`src/rtl/srx_pkg.sv`:
```
package srx_pkg;

    localparam int WORD_W = 8;

    typedef enum logic [1:0] {
        ST_IDLE = 2'd0,
        ST_HIGH = 2'd1,
        ST_LOW  = 2'd2,
        ST_WRAP = 2'd3
    } srx_state_e;

    localparam logic [2:0] A_CTRL   = 3'd0;
    localparam logic [2:0] A_DIV_LO = 3'd1;
    localparam logic [2:0] A_DIV_HI = 3'd2;
    localparam logic [2:0] A_DATA   = 3'd3;
    localparam logic [2:0] A_STAT   = 3'd4;

    localparam int B_PORT   = 0;
    localparam int B_SINGLE = 1;
    localparam int B_CONT   = 2;
    localparam int B_NINE   = 3;
    localparam int B_INV    = 4;
    localparam int B_WIDE   = 5;
    localparam int B_IRQEN  = 6;

endpackage

```
`src/rtl/srx_baud.sv`:
```
module srx_baud #(
    parameter int DIV_W = 16
) (
    input  logic             clk,
    input  logic             rst_n,
    input  logic             run,
    input  logic [DIV_W-1:0] div,
    output logic             tick
);

    logic [DIV_W-1:0] cnt;

    assign tick = run && (cnt == div);

    always_ff @(posedge clk or negedge rst_n) begin
        if (!rst_n) begin
            cnt <= '0;
        end else if (!run || tick) begin
            cnt <= '0;
        end else begin
            cnt <= cnt + 1'b1;
        end
    end

    // every half period starts counting from zero
    p_cnt_restart_r6: assert property (@(posedge clk) disable iff (!rst_n)
        !run |=> (cnt == '0));

endmodule

```
`src/rtl/srx_fsm.sv`:
```
module srx_fsm
    import srx_pkg::*;
#(
    parameter int DATA_W = 8
) (
    input  logic            clk,
    input  logic            rst_n,
    input  logic            go,
    input  logic            more,
    input  logic            nine,
    input  logic            tick,
    input  logic            sdata_i,
    output logic            run,
    output logic            sclk_int,
    output logic            word_v,
    output logic [DATA_W:0] word
);

    localparam int SH_W  = DATA_W + 1;
    localparam int CNT_W = $clog2(SH_W + 1);

    srx_state_e       state, nxt;
    logic [SH_W-1:0]  sh;
    logic [CNT_W-1:0] bit_cnt;
    logic [CNT_W-1:0] last_cnt;
    logic             fall;

    assign last_cnt = nine ? CNT_W'(SH_W) : CNT_W'(DATA_W);
    assign fall     = (state == ST_HIGH) && tick && go;

    // next-state decode
    always_comb begin
        nxt = state;
        unique case (state)
            ST_IDLE: if (go) nxt = ST_HIGH;
            ST_HIGH: begin
                if (!go)       nxt = ST_IDLE;
                else if (tick) nxt = ST_LOW;
            end
            ST_LOW: begin
                if (!go)       nxt = ST_IDLE;
                else if (tick) nxt = (bit_cnt == last_cnt) ? ST_WRAP : ST_HIGH;
            end
            ST_WRAP: nxt = more ? ST_HIGH : ST_IDLE;
            default: nxt = ST_IDLE;
        endcase
    end

    // state register
    always_ff @(posedge clk or negedge rst_n) begin
        if (!rst_n) state <= ST_IDLE;
        else        state <= nxt;
    end

    // datapath: bit counter and shift register
    always_ff @(posedge clk or negedge rst_n) begin
        if (!rst_n) begin
            bit_cnt <= '0;
            sh      <= '0;
        end else begin
            if (state == ST_IDLE || state == ST_WRAP) begin
                bit_cnt <= '0;
            end else if (fall) begin
                bit_cnt <= bit_cnt + 1'b1;
            end
            if (fall) begin
                sh <= {sdata_i, sh[SH_W-1:1]};
            end
        end
    end

    // outputs
    always_comb begin
        run      = (state == ST_HIGH) || (state == ST_LOW);
        sclk_int = (state == ST_HIGH);
        word_v   = (state == ST_WRAP);
        word     = nine ? sh : {1'b0, sh[SH_W-1:1]};
    end

    // captured bits only move on a falling edge of the internal clock
    p_shift_on_fall_r4: assert property (@(posedge clk) disable iff (!rst_n)
        !$stable(sh) |-> $past(state == ST_HIGH));

    // never more samples than a nine-bit word
    p_cnt_bound_r7: assert property (@(posedge clk) disable iff (!rst_n)
        bit_cnt <= CNT_W'(SH_W));

    // the handover state lasts a single cycle
    p_wrap_single_r3: assert property (@(posedge clk) disable iff (!rst_n)
        (state == ST_WRAP) |=> (state != ST_WRAP));

endmodule

```
`src/rtl/sync_rx_master.sv`:
```
module sync_rx_master
    import srx_pkg::*;
#(
    parameter int DIV_W = 16
) (
    input  logic       clk,
    input  logic       rst_n,
    input  logic       bus_wr,
    input  logic       bus_rd,
    input  logic [2:0] bus_addr,
    input  logic [7:0] bus_wdata,
    output logic [7:0] bus_rdata,
    output logic       sclk_o,
    input  logic       sdata_i,
    output logic       irq_o
);

    localparam int HI_W = DIV_W - 8;

    logic              c_port, c_single, c_cont, c_nine, c_inv, c_wide, c_irqen;
    logic [7:0]        div_lo;
    logic [HI_W-1:0]   div_hi;
    logic [DIV_W-1:0]  div_eff;
    logic [WORD_W-1:0] data_q;
    logic              ninth_q, done_q, ovr_q;

    logic              wr_ctrl, rd_hit, ovr_clr;
    logic              run, tick, sclk_int, word_v;
    logic [WORD_W:0]   word;

    assign wr_ctrl = bus_wr && (bus_addr == A_CTRL);
    assign rd_hit  = bus_rd && (bus_addr == A_DATA);
    assign ovr_clr = wr_ctrl && !bus_wdata[B_CONT];
    assign div_eff = c_wide ? {div_hi, div_lo} : DIV_W'(div_lo);

    srx_baud #(.DIV_W(DIV_W)) u_baud (
        .clk   (clk),
        .rst_n (rst_n),
        .run   (run),
        .div   (div_eff),
        .tick  (tick)
    );

    srx_fsm #(.DATA_W(WORD_W)) u_fsm (
        .clk      (clk),
        .rst_n    (rst_n),
        .go       (c_port && (c_single || c_cont)),
        .more     (c_port && c_cont),
        .nine     (c_nine),
        .tick     (tick),
        .sdata_i  (sdata_i),
        .run      (run),
        .sclk_int (sclk_int),
        .word_v   (word_v),
        .word     (word)
    );

    // control and divisor registers
    always_ff @(posedge clk or negedge rst_n) begin
        if (!rst_n) begin
            {c_port, c_single, c_cont, c_nine, c_inv, c_wide, c_irqen} <= '0;
            div_lo <= '0;
            div_hi <= '0;
        end else begin
            if (wr_ctrl) begin
                c_port   <= bus_wdata[B_PORT];
                c_single <= bus_wdata[B_SINGLE];
                c_cont   <= bus_wdata[B_CONT];
                c_nine   <= bus_wdata[B_NINE];
                c_inv    <= bus_wdata[B_INV];
                c_wide   <= bus_wdata[B_WIDE];
                c_irqen  <= bus_wdata[B_IRQEN];
            end else if (word_v && !c_cont) begin
                c_single <= 1'b0;
            end
            if (bus_wr && bus_addr == A_DIV_LO) div_lo <= bus_wdata;
            if (bus_wr && bus_addr == A_DIV_HI) div_hi <= bus_wdata[HI_W-1:0];
        end
    end

    // holding register, done and overrun
    always_ff @(posedge clk or negedge rst_n) begin
        if (!rst_n) begin
            data_q  <= '0;
            ninth_q <= 1'b0;
            done_q  <= 1'b0;
            ovr_q   <= 1'b0;
        end else begin
            if (word_v && !ovr_q) begin
                if (done_q && !rd_hit) begin
                    ovr_q <= 1'b1;
                end else begin
                    data_q  <= word[WORD_W-1:0];
                    ninth_q <= word[WORD_W];
                    done_q  <= 1'b1;
                end
            end else if (rd_hit) begin
                done_q <= 1'b0;
            end
            if (ovr_clr) ovr_q <= 1'b0;
        end
    end

    always_comb begin
        unique case (bus_addr)
            A_CTRL:   bus_rdata = {1'b0, c_irqen, c_wide, c_inv, c_nine, c_cont, c_single, c_port};
            A_DIV_LO: bus_rdata = div_lo;
            A_DIV_HI: bus_rdata = 8'(div_hi);
            A_DATA:   bus_rdata = data_q;
            A_STAT:   bus_rdata = {5'b0, ninth_q, ovr_q, done_q};
            default:  bus_rdata = 8'h00;
        endcase
    end

    assign sclk_o = sclk_int ^ c_inv;
    assign irq_o  = done_q && c_irqen;

    // a one-shot word clears its own enable
    p_single_clear_r2: assert property (@(posedge clk) disable iff (!rst_n)
        (word_v && !c_cont && !wr_ctrl) |=> !c_single);

    // an unread word plus a new one raises overrun
    p_overrun_set_r9: assert property (@(posedge clk) disable iff (!rst_n)
        (word_v && done_q && !ovr_q && !rd_hit && !ovr_clr) |=> ovr_q);

    // done only rises after a finished word
    p_done_source_r8: assert property (@(posedge clk) disable iff (!rst_n)
        $rose(done_q) |-> $past(word_v));

    // a switched-off port keeps the clock at its idle level
    p_idle_clock_r10: assert property (@(posedge clk) disable iff (!rst_n)
        (!c_port && $past(!c_port)) |-> (sclk_o == c_inv));

endmodule

```
`config.mk`:
```
export PLATFORM = sky130hd
export DESIGN_NAME = sync_rx_master
export DESIGN_NICKNAME = d
export VERILOG_FILES = /design/src/rtl/srx_pkg.sv /design/src/rtl/srx_baud.sv /design/src/rtl/srx_fsm.sv /design/src/rtl/sync_rx_master.sv
export SDC_FILE = /design/constraint.sdc
export NUM_CORES = 1
export LEC_CHECK = 0
export ABC_AREA = 1
export ABC_CLOCK_PERIOD_IN_PS = 3910
export BUFFER_PORTS_ARGS = -buffer_cell sky130_fd_sc_hd__buf_4
export CORE_ASPECT_RATIO = 1.25
export CORE_MARGIN = 8
export CORE_UTILIZATION = 45
export DETAILED_ROUTE_END_ITERATION = 6
export GPL_TIMING_DRIVEN = 0
export SETUP_SLACK_MARGIN = 0.4
export SLEW_MARGIN = 10
export SYNTH_ARGS = -nofsm -noshare
export SYNTH_HDL_FRONTEND = slang
export SYNTH_SLANG_ARGS = --single-unit
```
`constraint.sdc`:
```
create_clock -name clk -period 3.91 [get_ports clk]
set_input_delay 0.5865 -clock clk [delete_from_list [all_inputs] [get_ports clk]]
set_output_delay 0.5865 -clock clk [all_outputs]
set_load 0.05 [all_outputs]
```
* Word-level counts from Yosys, hierarchy flattened
Index checks and enable logic that the tools add are counted.
** Word-level totals
- Output and inout port bits :: 10
- Register bits after elaboration :: 65
- Memories kept :: 0
- Input port bits :: 16
- Memory bits (read-only) :: 0
- Logic and storage cells :: 91
- Latch bits :: 0
- Bits in writable memories :: 0
** Cells by class
- Multiplexer cells :: 23
- Reductions and logical operators :: 34
- Div/mod/pow operators :: 0
- $add $sub $neg :: 2
- Magnitude comparators :: 0
- $mul :: 0
- Equal/unequal tests :: 13
- Shift operators :: 0
- Bitwise logic cells :: 2
** Operators with widths (number)
- one-hot mux 8 bit (5 select lines) :: 1
- two-way mux 16 bit :: 2
- adder 16 x 1 -> 16 bit (second input constant) :: 1
- == test 16 bit :: 1
- logical AND 1 bit :: 14
- two-way mux 2 bit :: 6
- two-way mux 1 bit :: 10
- nonzero test 2 bit :: 5
- two-way mux 9 bit :: 1
- two-way mux 4 bit :: 2
- one-hot mux 2 bit (4 select lines) :: 1
- == test 3 x 2 -> 1 bit (second input constant) :: 2
- != test 3 bit (second input constant) :: 2
- AND reduction 2 bit :: 3
- zero test 1 bit :: 5
- adder 4 x 1 -> 4 bit (second input constant) :: 1
- == test 2 bit (second input constant) :: 2
- == test 4 bit :: 1
- logical OR 1 bit :: 4
- == test 3 x 1 -> 1 bit (second input constant) :: 1
- == test 3 bit (second input constant) :: 1
- zero test 3 bit :: 1
- AND reduction 3 bit :: 1
- == test 2 x 1 -> 1 bit (second input constant) :: 1
- other kinds (5) :: 5

* Logic depth before layout (Yosys ltp)
- Depth after elaboration :: 7
- Depth in mapped cells :: 12
- Depth with buffers taken out :: 11

* By module
A second synthesis with hierarchy kept.
** Unflattened totals
- Cell total of the unflattened synthesis :: 529
- Area, all modules :: 3873.7 sq um
** Modules (own cells, without submodules)
- sync_rx_master :: cells each 238, instances 1, seq. area each 850.8 sq um, area an instance 1798.0 sq um
- srx_baud :: cells each 179, instances 1, seq. area each 400.4 sq um, area an instance 1171.1 sq um
- srx_fsm :: cells each 112, instances 1, seq. area each 375.4 sq um, area an instance 904.6 sq um

* Least setup slack after synthesis
Ideal clock, no wire load.
- Path kind :: input to output
- From :: input bus_addr[0]
- To :: output bus_rdata[0]
- Arrival :: 1954 ps
- Buffers on the path :: 0
- Cell stages on the path :: 4
- Setup slack :: 1369 ps
- Data required time :: 3323 ps
- Cell sequence :: inv_1 -> nor2_1 -> nand2_1 -> o21ai_0
** On the way
- Word-level cells in the longest chain between the ends :: 2
** RTL lines
- from (decl) :: line sync_rx_master.sv:10 : input logic [2:0] bus_addr,
- == test 3 bit (tied with other cells) :: line sync_rx_master.sv:105 : unique case (bus_addr)
- one-hot mux 8 bit (5 select lines) * :: line sync_rx_master.sv:105
- to (decl) :: line sync_rx_master.sv:12 : output logic [7:0] bus_rdata,
Every way passes the cells marked *; elsewhere a longest branch is shown, timed or not.

* Final worst setup path
- From :: input bus_addr[2]
- To :: output bus_rdata[2]
The elaborated chain is that of the path after synthesis.

==> parameters.txt <==
Parameter                              Value

Clock network
  Count of H-tree levels built during CTS    3
  Clock edge transition at the registers on the reported setup and hold paths    0.07 ns
  Worst skew pair latency    around 0.33 ns
  Clock buffer count from CTS    9
  Cell at the root of the clock tree    sky130_fd_sc_hd__clkbuf_8
  Setup bufs post-CTS    0
  Maximum number of buffers from clock root to sink    2
  Number of buffers inserted by hold repair at cts    0
  Count of clock tree sinks    65
  Post-cts repair resize count    0
  Clock tree from TritonCTS    yes

STA
  Transition at the pin with the smallest max-transition slack    0.819 ns
  Hold Violations, Final    0
  Tightest hold margin    0.356 ns
  Final Slew Violations    0
  Maximum clock frequency    394 MHz
  Setup repair after global routing missed its margin    false
  Clk_skew    0.00762 ns
  Count of endpoints failing setup in the final report    0
  Normalized max-slew margin    0.454
  Final clock period utilization by the worst path    0.649
  Clock period minus worst slack    2.54 ns
  Aggregate negative setup slack    0 ns

Floorplanning
  Top Ports    26
  Effective utilization at floorplan    0.458
  Area of the core    between 0.007 and 0.008 mm2
  Die extent in x    ~95 um
  Height of the chip    115 um
  Total die area    0.0109 mm2
  Number of rows created at floorplan    36

Placed design
  Final HPWL DP    between 6 and 7 mm
  Routability-driven placement congestion ratio    between 0.8 and 0.9
  Placed instance count    582
  Count of buffers inserted at the top-level ports    25

Power and ir drop
  Total chip power    1.99 mW
  Leakage power figure    1.93 nW
  Power share of the clock group    0.238
  Internal power summed over all cells    around 1.2 mW
  Pwr/cell area    500 mW/mm2
  Switch Pwr    0.750 mW
  Worst ir drop on vdd    0.000257 V
  Sequential group share of total power    0.445
  Fraction of power spent switching nets    0.376
  Combinational fraction of design power    0.317

Run
  Maximum capacitance violations    0

GRT
  Via count of the first global-routing pass    2,941
  Initial antenna violation count    0
  Pin count of the biggest net entering global routing    66
  Total routing usage reported by global routing    0.166
  Congestion Overflow GR    0
  Wire length of the first global-routing pass    14.0 mm

Logic synthesis
  Cell taking the most area after synthesis    sky130_fd_sc_hd__dfrtp_1
  Share of synthesized area occupied by flip-flops and latches    0.461
  Number of different library cells in the post-synthesis netlist    30
  Average cell area after synthesis    7.63 um2
  Share of the synthesized area in the top cell type    0.461
  Post-synthesis sequential element count    65
  Synthesized net count    roughly 490
  Dominant cells by area after synthesis    sky130_fd_sc_hd__dfrtp_1 (46%), sky130_fd_sc_hd__nand2_1 (15%), sky130_fd_sc_hd__inv_1 (6.7%), sky130_fd_sc_hd__o21ai_0 (5.7%), sky130_fd_sc_hd__nor2_1 (4.2%)
  Post-Synthesis Cells    462
  Post-synthesis cell area    0.00353 mm2
  Synth warnings    0

Outcome
  Result of the run    completed

Worst setup path
  Crit path launch type    primary input
  Endpoint class of the critical path    output port
  Data required time at the worst endpoint    between 3 and 4 ns
  Crit-path max cell delay    0.66 ns
  CP max FO    8
  Critical path data arrival time    1.95 ns
  Slowest library cell on the worst path    sky130_fd_sc_hd__nor3_1
  List of cells traversed by the critical path    buf_4, nor3_1, nand2_1, nand2_1, a21oi_1, o221ai_1, buf_4
  Critical Setup Path Class    in2out

Cells and area
  Storage cell area    around 0.0016 mm2
  Area growth from synthesis to layout    13.1%
  Share of cells above drive strength 1    0.103
  Post-layout nets    approximately 520
  # fillers    762
  Total inserted antenna cells    0
  Commonest non-fill, non-tap cell in the layout    sky130_fd_sc_hd__nand2_1
  Area of combinational cells with multiple inputs    0.00156 mm2
  Most frequent cells in the layout    sky130_fd_sc_hd__nand2_1 (142), sky130_fd_sc_hd__dfrtp_1 (65), sky130_fd_sc_hd__inv_1 (63)
  Count of placed standard cells in the final layout, fillers left out    598

Drt
  Total via count after detailed routing    slightly above 3,000
  Remaining antenna violation count    0
  WL/cell    14.3 um
  DRC violations left    0
  Vias per cell    5.09
  DRC violation total after the first TritonRoute iteration    153
  Number of detailed-route iterations in the first pass    4
  Final WL    8.54 mm

Hold path
  Hold crit path type    in2async
==> flip-flops by register name, indices dropped and copies added (netlist names), 2 cells and up <==
name	cells
u_baud.cnt	16
div_hi	8
div_lo	8
u_fsm.bit_cnt	4
data_q	8
u_fsm.state	2
u_fsm.sh	9
==> cells by family after synthesis <==
kind of cell | Yosys count | synth area share
flip-flops | 65 | 0.461
adder cells (fa/ha/maj) | 7 | 0.0248
AND/OR/NAND/NOR | 229 | 0.271
buffers and inverters | 78 | 0.0958
AO/OA/AOI/OAI | 66 | 0.105
XOR/XNOR | 17 | 0.0422
==> power by group through the flow <==
| stage | logic (mW) | registers (mW) | clock network, mW |
|---|---|---|---|
| after CTS | 0.641 | 0.886 | 0.489 |
| after detailed placement | 0.638 | 0.898 | 0 |
| after global routing | 0.715 | 0.902 | 0.514 |
| final | 0.631 | 0.887 | 0.475 |
| after floorplan | 0.473 | 0.867 | 0 |
| after global placement | 0.629 | 0.894 | 0 |
==> Yosys cell counts <==
library cell	count
sky130_fd_sc_hd__o2111ai_1	5
sky130_fd_sc_hd__o21ai_0	40
sky130_fd_sc_hd__nand3_1	25
sky130_fd_sc_hd__nand2_1	142
sky130_fd_sc_hd__ha_1	7
sky130_fd_sc_hd__and2_4	1
sky130_fd_sc_hd__o221ai_1	2
sky130_fd_sc_hd__or2_1	1
sky130_fd_sc_hd__a22oi_1	1
sky130_fd_sc_hd__o211ai_1	3
sky130_fd_sc_hd__o21ai_1	10
sky130_fd_sc_hd__clkbuf_1	4
sky130_fd_sc_hd__nor3_1	3
sky130_fd_sc_hd__xnor2_1	3
sky130_fd_sc_hd__dfrtp_1	65
sky130_fd_sc_hd__nor3_2	1
sky130_fd_sc_hd__buf_12	1
sky130_fd_sc_hd__clkbuf_2	1
sky130_fd_sc_hd__xor2_1	14
sky130_fd_sc_hd__a221oi_1	1
sky130_fd_sc_hd__buf_2	4
sky130_fd_sc_hd__a21oi_1	4
sky130_fd_sc_hd__nor2_1	39
sky130_fd_sc_hd__inv_1	63
sky130_fd_sc_hd__nand3b_1	3
sky130_fd_sc_hd__nand4_1	6
sky130_fd_sc_hd__nor4_1	6
sky130_fd_sc_hd__buf_6	3
sky130_fd_sc_hd__nor2_2	2
sky130_fd_sc_hd__inv_2	2
==> critical path, delay by kind of cell <==
kind	cells	cell delay (ns)
and+or+nand+nor	3	0.86
buffers and inverters	2	0.36
AOI/OAI and AO/OA	2	0.15
==> per-layer routing <==
layer	global-route usage	vias up	part of all wire	wire length, um
li1	-	1542	-	-
met1	0.185	1429	0.42	3610
met2	0.289	51	0.51	4370
met3	0.0281	21	0.028	242
met4	0.0919	0	0.037	317
met5	0	-	0	0
==> metrics by stage <==
step	util	area [um2]	setup slack [ns]
after floorplan	-	3530	1.37
after global placement	0.498	3830	1.34
after detailed placement	0.498	3830	1.36
after CTS	0.518	3990	1.35
after global routing	0.518	3990	1.18
final	0.518	3990	1.37
==> path summary, 6_finish.rpt <==
path | start | end | slack (ns) | cells after the start
worst max-delay path | bus_addr[2] | bus_rdata[2] | 1.37 | 7
worst min-delay path | rst_n | u_baud.cnt[7] | 0.36 | 1
worst max register to register | u_baud.cnt[7] | u_baud.cnt[10] | 1.91 | 11
worst min register to register | data_q[6] | data_q[6] | 0.49 | 2
max in group asynchronous | rst_n | c_cont | 3.03 | 1
min in group clk | data_q[6] | data_q[6] | 0.49 | 2
==> layout make-up <==
type                            count  share of cell area
Buffer                             13              0.0235
Clock buffer                       13              0.0348
Clock inverter                      3             0.00439
Inverter                           65              0.0612
Multi-Input combinational cell    319               0.391
Sequential cell                    65               0.408
Tap cell                           95              0.0298
Timing Repair Buffer               25              0.0471
No activity file was read; power rests on OpenSTA's default activity.
